--- src/rtl/irq_route_pkg.sv ---
package irq_route_pkg;

    localparam int NUM_TIMERS_DEF   = 3;
    localparam int NUM_LINES_DEF    = 24;
    localparam int ROUTE_W_DEF      = 5;

    localparam int LEGACY_T0_ISA    = 0;
    localparam int LEGACY_T1_ISA    = 8;
    localparam int ISA0_APIC_INPUT  = 2;

    localparam int PIT_MODE_W       = 3;
    localparam int PIT_CNT_W        = 16;
    localparam int PIT_RESTART_MODE = 3;
    localparam int PIT_RESTART_CNT  = 0;

    typedef struct packed {
        logic                  valid;
        logic [PIT_MODE_W-1:0] mode;
        logic                  gate;
        logic [PIT_CNT_W-1:0]  count;
    } pit_reload_t;

    typedef enum logic [1:0] {
        SRC_ROUTE  = 2'd0,
        SRC_LEG_T0 = 2'd1,
        SRC_LEG_T1 = 2'd2
    } line_src_e;

endpackage

--- src/rtl/tmr_line_select.sv ---
module tmr_line_select
    import irq_route_pkg::*;
#(
    parameter int TIMER_IDX = 0,
    parameter int ROUTE_W   = ROUTE_W_DEF,
    parameter int NUM_LINES = NUM_LINES_DEF
) (
    input  logic               clk,
    input  logic               rst,
    input  logic               fire,
    input  logic               tmr_en,
    input  logic               glb_en,
    input  logic               legacy,
    input  logic [ROUTE_W-1:0] route,
    output logic               sel_valid,
    output logic [ROUTE_W-1:0] sel_line
);
    localparam logic [ROUTE_W-1:0] LEG_T0_LINE = ROUTE_W'(LEGACY_T0_ISA);
    localparam logic [ROUTE_W-1:0] LEG_T1_LINE = ROUTE_W'(LEGACY_T1_ISA);

    line_src_e src;
    logic      armed;

    always_comb begin
        src = SRC_ROUTE;
        if (legacy) begin
            if (TIMER_IDX == 0)      src = SRC_LEG_T0;
            else if (TIMER_IDX == 1) src = SRC_LEG_T1;
        end
    end

    always_comb begin
        unique case (src)
            SRC_LEG_T0: sel_line = LEG_T0_LINE;
            SRC_LEG_T1: sel_line = LEG_T1_LINE;
            default:    sel_line = route;
        endcase
    end

    assign armed     = fire & tmr_en & glb_en;
    assign sel_valid = armed && (int'(sel_line) < NUM_LINES);

    generate
        if (TIMER_IDX == 0) begin : g_leg0_chk
            AST_LEGACY_T0_LINE: assert property (@(posedge clk) disable iff (rst)
                (legacy && armed) |-> (sel_valid && sel_line == LEG_T0_LINE));
        end else if (TIMER_IDX == 1) begin : g_leg1_chk
            AST_LEGACY_T1_LINE: assert property (@(posedge clk) disable iff (rst)
                (legacy && armed) |-> (sel_valid && sel_line == LEG_T1_LINE));
        end
    endgenerate

    AST_DISARMED_SILENT: assert property (@(posedge clk) disable iff (rst)
        !(fire && tmr_en && glb_en) |-> !sel_valid);

    AST_ROUTE_RANGE: assert property (@(posedge clk) disable iff (rst)
        (!legacy && int'(route) >= NUM_LINES) |-> !sel_valid);

endmodule

--- src/rtl/irq_pulse_merge.sv ---
module irq_pulse_merge
    import irq_route_pkg::*;
#(
    parameter int NUM_TIMERS = NUM_TIMERS_DEF,
    parameter int NUM_LINES  = NUM_LINES_DEF,
    parameter int ROUTE_W    = ROUTE_W_DEF
) (
    input  logic                          clk,
    input  logic                          rst,
    input  logic [NUM_TIMERS-1:0]         sel_valid,
    input  logic [NUM_TIMERS*ROUTE_W-1:0] sel_line,
    output logic [NUM_LINES-1:0]          irq_pulse
);
    localparam logic [ROUTE_W-1:0] ISA0_TARGET = ROUTE_W'(ISA0_APIC_INPUT);

    logic [ROUTE_W-1:0]   apic_idx [NUM_TIMERS];
    logic [NUM_LINES-1:0] hit;

    genvar t, l;
    generate
        for (t = 0; t < NUM_TIMERS; t++) begin : g_map
            logic [ROUTE_W-1:0] isa;
            assign isa         = sel_line[t*ROUTE_W +: ROUTE_W];
            assign apic_idx[t] = (isa == '0) ? ISA0_TARGET : isa;
        end

        for (l = 0; l < NUM_LINES; l++) begin : g_line
            always_comb begin
                hit[l] = 1'b0;
                for (int k = 0; k < NUM_TIMERS; k++) begin
                    if (sel_valid[k] && int'(apic_idx[k]) == l) hit[l] = 1'b1;
                end
            end
        end
    endgenerate

    always_ff @(posedge clk) begin
        if (rst) irq_pulse <= '0;
        else     irq_pulse <= hit;
    end

    AST_APIC0_IDLE: assert property (@(posedge clk) disable iff (rst)
        irq_pulse[0] == 1'b0);

    AST_NO_SEL_NO_PULSE: assert property (@(posedge clk) disable iff (rst)
        (sel_valid == '0) |=> (irq_pulse == '0));

    AST_PULSE_BOUNDED: assert property (@(posedge clk) disable iff (rst)
        $countones(irq_pulse) <= NUM_TIMERS);

endmodule

--- src/rtl/legacy_src_gate.sv ---
module legacy_src_gate
    import irq_route_pkg::*;
(
    input  logic        clk,
    input  logic        rst,
    input  logic        legacy,
    input  logic        pit_req,
    input  logic        rtc_req,
    input  logic        rtc_periodic_req,
    output logic        pit_irq,
    output logic        rtc_irq,
    output logic        rtc_periodic_out,
    output pit_reload_t reload
);
    logic legacy_q;
    logic leaving;

    assign leaving = legacy_q & ~legacy;

    always_ff @(posedge clk) begin
        if (rst) begin
            legacy_q         <= 1'b0;
            pit_irq          <= 1'b0;
            rtc_irq          <= 1'b0;
            rtc_periodic_out <= 1'b0;
            reload           <= '0;
        end else begin
            legacy_q         <= legacy;
            pit_irq          <= pit_req & ~legacy;
            rtc_irq          <= rtc_req & (rtc_irq | ~legacy);
            rtc_periodic_out <= rtc_periodic_req & ~legacy;
            reload.valid     <= leaving;
            reload.mode      <= leaving ? PIT_MODE_W'(PIT_RESTART_MODE) : '0;
            reload.gate      <= leaving;
            reload.count     <= PIT_CNT_W'(PIT_RESTART_CNT);
        end
    end

    AST_PIT_MUTED: assert property (@(posedge clk) disable iff (rst)
        legacy |=> !pit_irq);

    AST_RELOAD_ON_EXIT: assert property (@(posedge clk) disable iff (rst)
        ($fell(legacy) && !$past(rst)) |=> (reload.valid && reload.gate
                                            && reload.mode == PIT_MODE_W'(PIT_RESTART_MODE)));

    AST_RELOAD_SINGLE: assert property (@(posedge clk) disable iff (rst)
        reload.valid |=> !reload.valid);

    AST_RTC_NO_RAISE: assert property (@(posedge clk) disable iff (rst)
        (legacy && !rtc_irq) |=> !rtc_irq);

    AST_RTC_LOWER: assert property (@(posedge clk) disable iff (rst)
        !rtc_req |=> !rtc_irq);

    AST_PERIODIC_HELD: assert property (@(posedge clk) disable iff (rst)
        legacy |=> !rtc_periodic_out);

endmodule

--- src/rtl/legacy_irq_router.sv ---
module legacy_irq_router
    import irq_route_pkg::*;
#(
    parameter int NUM_TIMERS = NUM_TIMERS_DEF,
    parameter int NUM_LINES  = NUM_LINES_DEF,
    parameter int ROUTE_W    = ROUTE_W_DEF
) (
    input  logic                          clk,
    input  logic                          rst,
    input  logic                          glb_enable,
    input  logic                          legacy_mode,
    input  logic [NUM_TIMERS-1:0]         tmr_fire,
    input  logic [NUM_TIMERS-1:0]         tmr_enable,
    input  logic [NUM_TIMERS*ROUTE_W-1:0] tmr_route,
    input  logic                          pit_req,
    input  logic                          rtc_req,
    input  logic                          rtc_periodic_req,
    output logic [NUM_LINES-1:0]          irq_pulse,
    output logic                          pit_irq,
    output logic                          rtc_irq,
    output logic                          rtc_periodic_out,
    output logic                          pit_reload_valid,
    output logic [PIT_MODE_W-1:0]         pit_reload_mode,
    output logic                          pit_reload_gate,
    output logic [PIT_CNT_W-1:0]          pit_reload_count
);
    logic [NUM_TIMERS-1:0]         sel_valid;
    logic [NUM_TIMERS*ROUTE_W-1:0] sel_line;
    pit_reload_t                   reload;

    genvar t;
    generate
        for (t = 0; t < NUM_TIMERS; t++) begin : g_tmr
            tmr_line_select #(
                .TIMER_IDX (t),
                .ROUTE_W   (ROUTE_W),
                .NUM_LINES (NUM_LINES)
            ) u_sel (
                .clk       (clk),
                .rst       (rst),
                .fire      (tmr_fire[t]),
                .tmr_en    (tmr_enable[t]),
                .glb_en    (glb_enable),
                .legacy    (legacy_mode),
                .route     (tmr_route[t*ROUTE_W +: ROUTE_W]),
                .sel_valid (sel_valid[t]),
                .sel_line  (sel_line[t*ROUTE_W +: ROUTE_W])
            );
        end
    endgenerate

    irq_pulse_merge #(
        .NUM_TIMERS (NUM_TIMERS),
        .NUM_LINES  (NUM_LINES),
        .ROUTE_W    (ROUTE_W)
    ) u_merge (
        .clk       (clk),
        .rst       (rst),
        .sel_valid (sel_valid),
        .sel_line  (sel_line),
        .irq_pulse (irq_pulse)
    );

    legacy_src_gate u_gate (
        .clk              (clk),
        .rst              (rst),
        .legacy           (legacy_mode),
        .pit_req          (pit_req),
        .rtc_req          (rtc_req),
        .rtc_periodic_req (rtc_periodic_req),
        .pit_irq          (pit_irq),
        .rtc_irq          (rtc_irq),
        .rtc_periodic_out (rtc_periodic_out),
        .reload           (reload)
    );

    assign pit_reload_valid = reload.valid;
    assign pit_reload_mode  = reload.mode;
    assign pit_reload_gate  = reload.gate;
    assign pit_reload_count = reload.count;

    AST_GLOBAL_OFF_QUIET: assert property (@(posedge clk) disable iff (rst)
        !glb_enable |=> (irq_pulse == '0));

    AST_LEGACY_IRQ0_TARGET: assert property (@(posedge clk) disable iff (rst)
        (legacy_mode && glb_enable && tmr_fire[0] && tmr_enable[0])
            |=> irq_pulse[ISA0_APIC_INPUT]);

    AST_RELOAD_COUNT_ZERO: assert property (@(posedge clk) disable iff (rst)
        pit_reload_count == '0);

endmodule

--- config.mk ---
export PLATFORM = sky130hd
export DESIGN_NAME = legacy_irq_router
export DESIGN_NICKNAME = d
export VERILOG_FILES = /design/src/rtl/irq_route_pkg.sv /design/src/rtl/tmr_line_select.sv /design/src/rtl/irq_pulse_merge.sv /design/src/rtl/legacy_src_gate.sv /design/src/rtl/legacy_irq_router.sv
export SDC_FILE = /design/constraint.sdc
export NUM_CORES = 1
export LEC_CHECK = 0
export BUFFER_PORTS_ARGS = -buffer_cell sky130_fd_sc_hd__buf_2
export CAP_MARGIN = 20
export CORE_ASPECT_RATIO = 1.4
export CORE_MARGIN = 5
export CORE_UTILIZATION = 42
export CTS_BUF_LIST = sky130_fd_sc_hd__clkbuf_8 sky130_fd_sc_hd__clkbuf_16
export DETAILED_ROUTE_END_ITERATION = 6
export PLACE_DENSITY = 0.75
export SLEW_MARGIN = 20
export SYNTH_ARGS = -nofsm -noshare
export SYNTH_HDL_FRONTEND = slang
export SYNTH_SLANG_ARGS = --single-unit
--- constraint.sdc ---
create_clock -name clk -period 1.2 [get_ports clk]
set_input_delay 0.18 -clock clk [delete_from_list [all_inputs] [get_ports clk]]
set_output_delay 0.18 -clock clk [all_outputs]
set_load 0.01 [all_outputs]
==> flow_summary_export.csv <==
group,metric,value,unit
outcome,status,"finished, final reports clean",
floorplan,dieArea,5415,sq um
global_route,grt_usage,18.62,%
clock_network,cts_root_buf,"clkbuf_8",
clock_network,clock_latency,0.27,ns
place,place_congestion,0.9468,
critical_path,critPathMaxStageDelay,0.40,ns
worst_hold_path,hold_depth,2,
layout,regArea,580.6,sq um
sta,period_needed,1.037,ns
place,io_buffer_count,58,
clock_network,clk_pin_slew,0.06,ns
synth,synth_ff_type,"dfxtp_1",
worst_hold_path,worstHoldPathType,"in -> reg",
clock_network,cts_buffer_depth,2,
synth,ys_async_sr_fraction,0,%
layout,fill_cells,367,
floorplan,die_h,85.09,microns
synth,avgSynthCellArea,8.765,sq um
clock_network,cts_tree,"built",
critical_path,r2r_slack,0.60,ns
clock_network,cts.repair.resized,0,
floorplan,coreArea,3919,sq um
critical_path,crit_path_top_delay_cell,"or3_4",
route,ant_nets,0,
floorplan,placement_rows,27,
clock_network,clock_sinks,29,
layout,num_antenna_cells,0,
floorplan,start_util,43.17,%
pwr,p_per_area,922.5,nW/um^2
global_route,grt_max_degree,13,
critical_path,crit_chain,"buf_2, or3_4, nor4b_4, a222oi_1, nor2_1",
worst_hold_path,hold_end,"u_gate.rtc_periodic_out",
route,dr_total_vias,1706,
sta,rsz0062_at_grt,"no",
pwr,ir_drop,0.0007765,V
job,maxCapViolations,0,
worst_hold_path,hp-start,"rtc_periodic_req",
pwr,power_leakage,1.060,nW
layout,nets,307,
clock_network,htree_num_levels,2,
global_route,grt_remaining_overflow,0,
sta,maxSlewViolCount,0,
clock_network,cts_setup_buffers,0,
sta,fin_crit_sh,86.44,%
pwr,p_total,2.074,mW
critical_path,ff2ff_path_depth,1,
global_route,antenna_found_initial,0,
synth,synth_warnings,0,
critical_path,arrival,1.20,ns
synth,yosys_register_bits,29,
sta,hold_viol,0,
synth,syn_area,1692,sq um
critical_path,crit_path_end_kind,"register",
sta,setup-violations-final,0,
critical_path,cp_max_fo,5,
synth,synth.area.top_cells,"dfxtp_1 (34%), buf_4 (8.9%), nor4b_4 (5.6%), nand2_1 (5.5%), a21oi_1 (4.7%)",
synth,synth_top_area_share,34.32,%
global_route,grt_pass1_wl,8093,microns
layout,final-instance-count-excl-fill,323,
place,dp_hpwl,3965,microns
layout,multi_input_area,974.7,sq um
layout,drive_gt1_share,41.79,%
sta,max_freq,964.1,MHz
route,wire_per_inst,15.30,microns
synth,yosysUniqueCellTypes,42,
clock_network,cts_buffers,5,
global_route,grt_pass1_vias,1733,
critical_path,r2r-end,"u_gate.rtc_irq",
floorplan,io_pins,76,
critical_path,reg2reg_from,"u_gate.rtc_irq",
sta,timing.hold.ws,0.1107,ns
floorplan,dieWidth,63.64,microns
sta,finalSetupTns,0,ns
route,drcViolationCount,0,
clock_network,cts_hold_buffers,0,
place,post-place-cells,315,
route,first_iter_violations,85,
synth,seq_area_frac_synth,34.32,%
synth,synth_edf_count,0,
synth,synthCells,193,
critical_path,cp.required,1.37,ns
route,vias_per_cell,5.282,
critical_path,critPathKind,"in -> reg",
critical_path,cp-start-kind,"primary input",
synth,yosys.area.top_type,"dfxtp_1",
route,routed_wl,4941,microns
layout,area_growth,32.91,%
sta,skew,0.00007361,ns
route,dr.pass1.iters,4,
state kept, by name (all words and copies together) (netlist names):
signal,count
u_gate.legacy_q,1
u_gate.pit_irq,1
u_gate.reload,1
u_gate.rtc_irq,1
u_gate.rtc_periodic_out,1
u_merge.irq_pulse,24
routing by layer:
layer / wire length, microns / up-vias / GRT usage (%)
met5: 0 / - / 0
met4: 165 / 0 / 10.21
met3: 407 / 13 / 3.974
met2: 2592 / 89 / 33.27
met1: 1777 / 767 / 19.90
li1: - / 837 / -
synthesized netlist by cell type, types with 2 or more instances:
library cell / count
nor2_1: 15
inv_1: 5
a31oi_1: 2
nand3b_1: 2
nand4b_4: 2
nand3_1: 3
o211ai_1: 2
nand2_1: 25
a32oi_1: 7
nor4b_2: 2
nor3_1: 5
nand4_1: 2
nand2b_1: 2
dfxtp_1: 29
and3_1: 3
nor2b_1: 2
a22oi_1: 9
buf_2: 3
nor4b_4: 4
and2_1: 3
nor4_1: 3
clkbuf_1: 6
a21oi_2: 3
a22oi_2: 2
a21oi_1: 16
buf_4: 20
power breakdown:
group | total [mW] | switching, mW | leakage (nW) | internal, mW
clock network | 0.744 | 0.352 | 0.0491 | 0.392
registers | 0.979 | 0.00324 | 0.235 | 0.976
logic | 0.351 | 0.211 | 0.776 | 0.141
how the worst max path moves through the flow:
stage / end / startpoint / cells after the start
after floorplan: u_merge.irq_pulse[21] / legacy_mode / 5
after global placement: u_merge.irq_pulse[8] / tmr_route[2] / 5
after detailed placement: u_merge.irq_pulse[8] / tmr_route[2] / 5
after CTS: u_merge.irq_pulse[8] / tmr_route[2] / 5
after global routing: u_merge.irq_pulse[14] / glb_enable / 6
final: u_merge.irq_pulse[8] / tmr_route[2] / 5
cells in the final DEF, fill, tap and decap left out, types with 3 or more instances in the layout:
master     n
nor4b_4    4
a22oi_1    9
nor4_1     3
and3_1     3
buf_2     58
clkbuf_8   5
a21oi_1   16
nor4b_2    3
nand3_1    3
a21oi_2    3
and2_1     3
a32oi_1    7
nor2_1    15
nor3_1     5
dfxtp_1   29
inv_1      6
conb_1    18
nand2_1   25
buf_4     33
worst max-delay path: cells and delay by family:
| kind | cells | cell delay, ns |
|---|---|---|
| compound gates | 1 | 0.29 |
| simple gates | 3 | 0.63 |
| buf+inv | 1 | 0.10 |
layout make-up:
| class | instances | share of cell area [%] |
|---|---|---|
| clock buffer | 5 | 3.061 |
| clock inverter | 3 | 0.6121 |
| inverter | 5 | 0.8347 |
| multi-input combinational | 147 | 43.35 |
| sequential | 29 | 25.82 |
| tap | 43 | 2.393 |
| timing repair buffer | 91 | 23.93 |
kinds of logic after synthesis:
group | synth area share, %
AO/OA/AOI/OAI | 19.90
buffers and inverters | 12.20
other | 0.2217
flip-flops | 34.32
AND/OR/NAND/NOR | 33.36
through the flow:
| stage | setup slack [ns] | cell area (sq um) | util, % |
|---|---|---|---|
| 5_1_grt | 0.06388 | 2248 | 57.38 |
| 3_3_place_gp | -0.1167 | 2166 | 55.27 |
| 4_1_cts | 0.1598 | 2248 | 57.38 |
| 6_report | 0.1627 | 2248 | 57.38 |
| 2_1_floorplan | -0.01431 | 1764 | - |
| 3_5_place_dp | -0.1368 | 2166 | 55.27 |
Power figures use the tool's default switching activity.
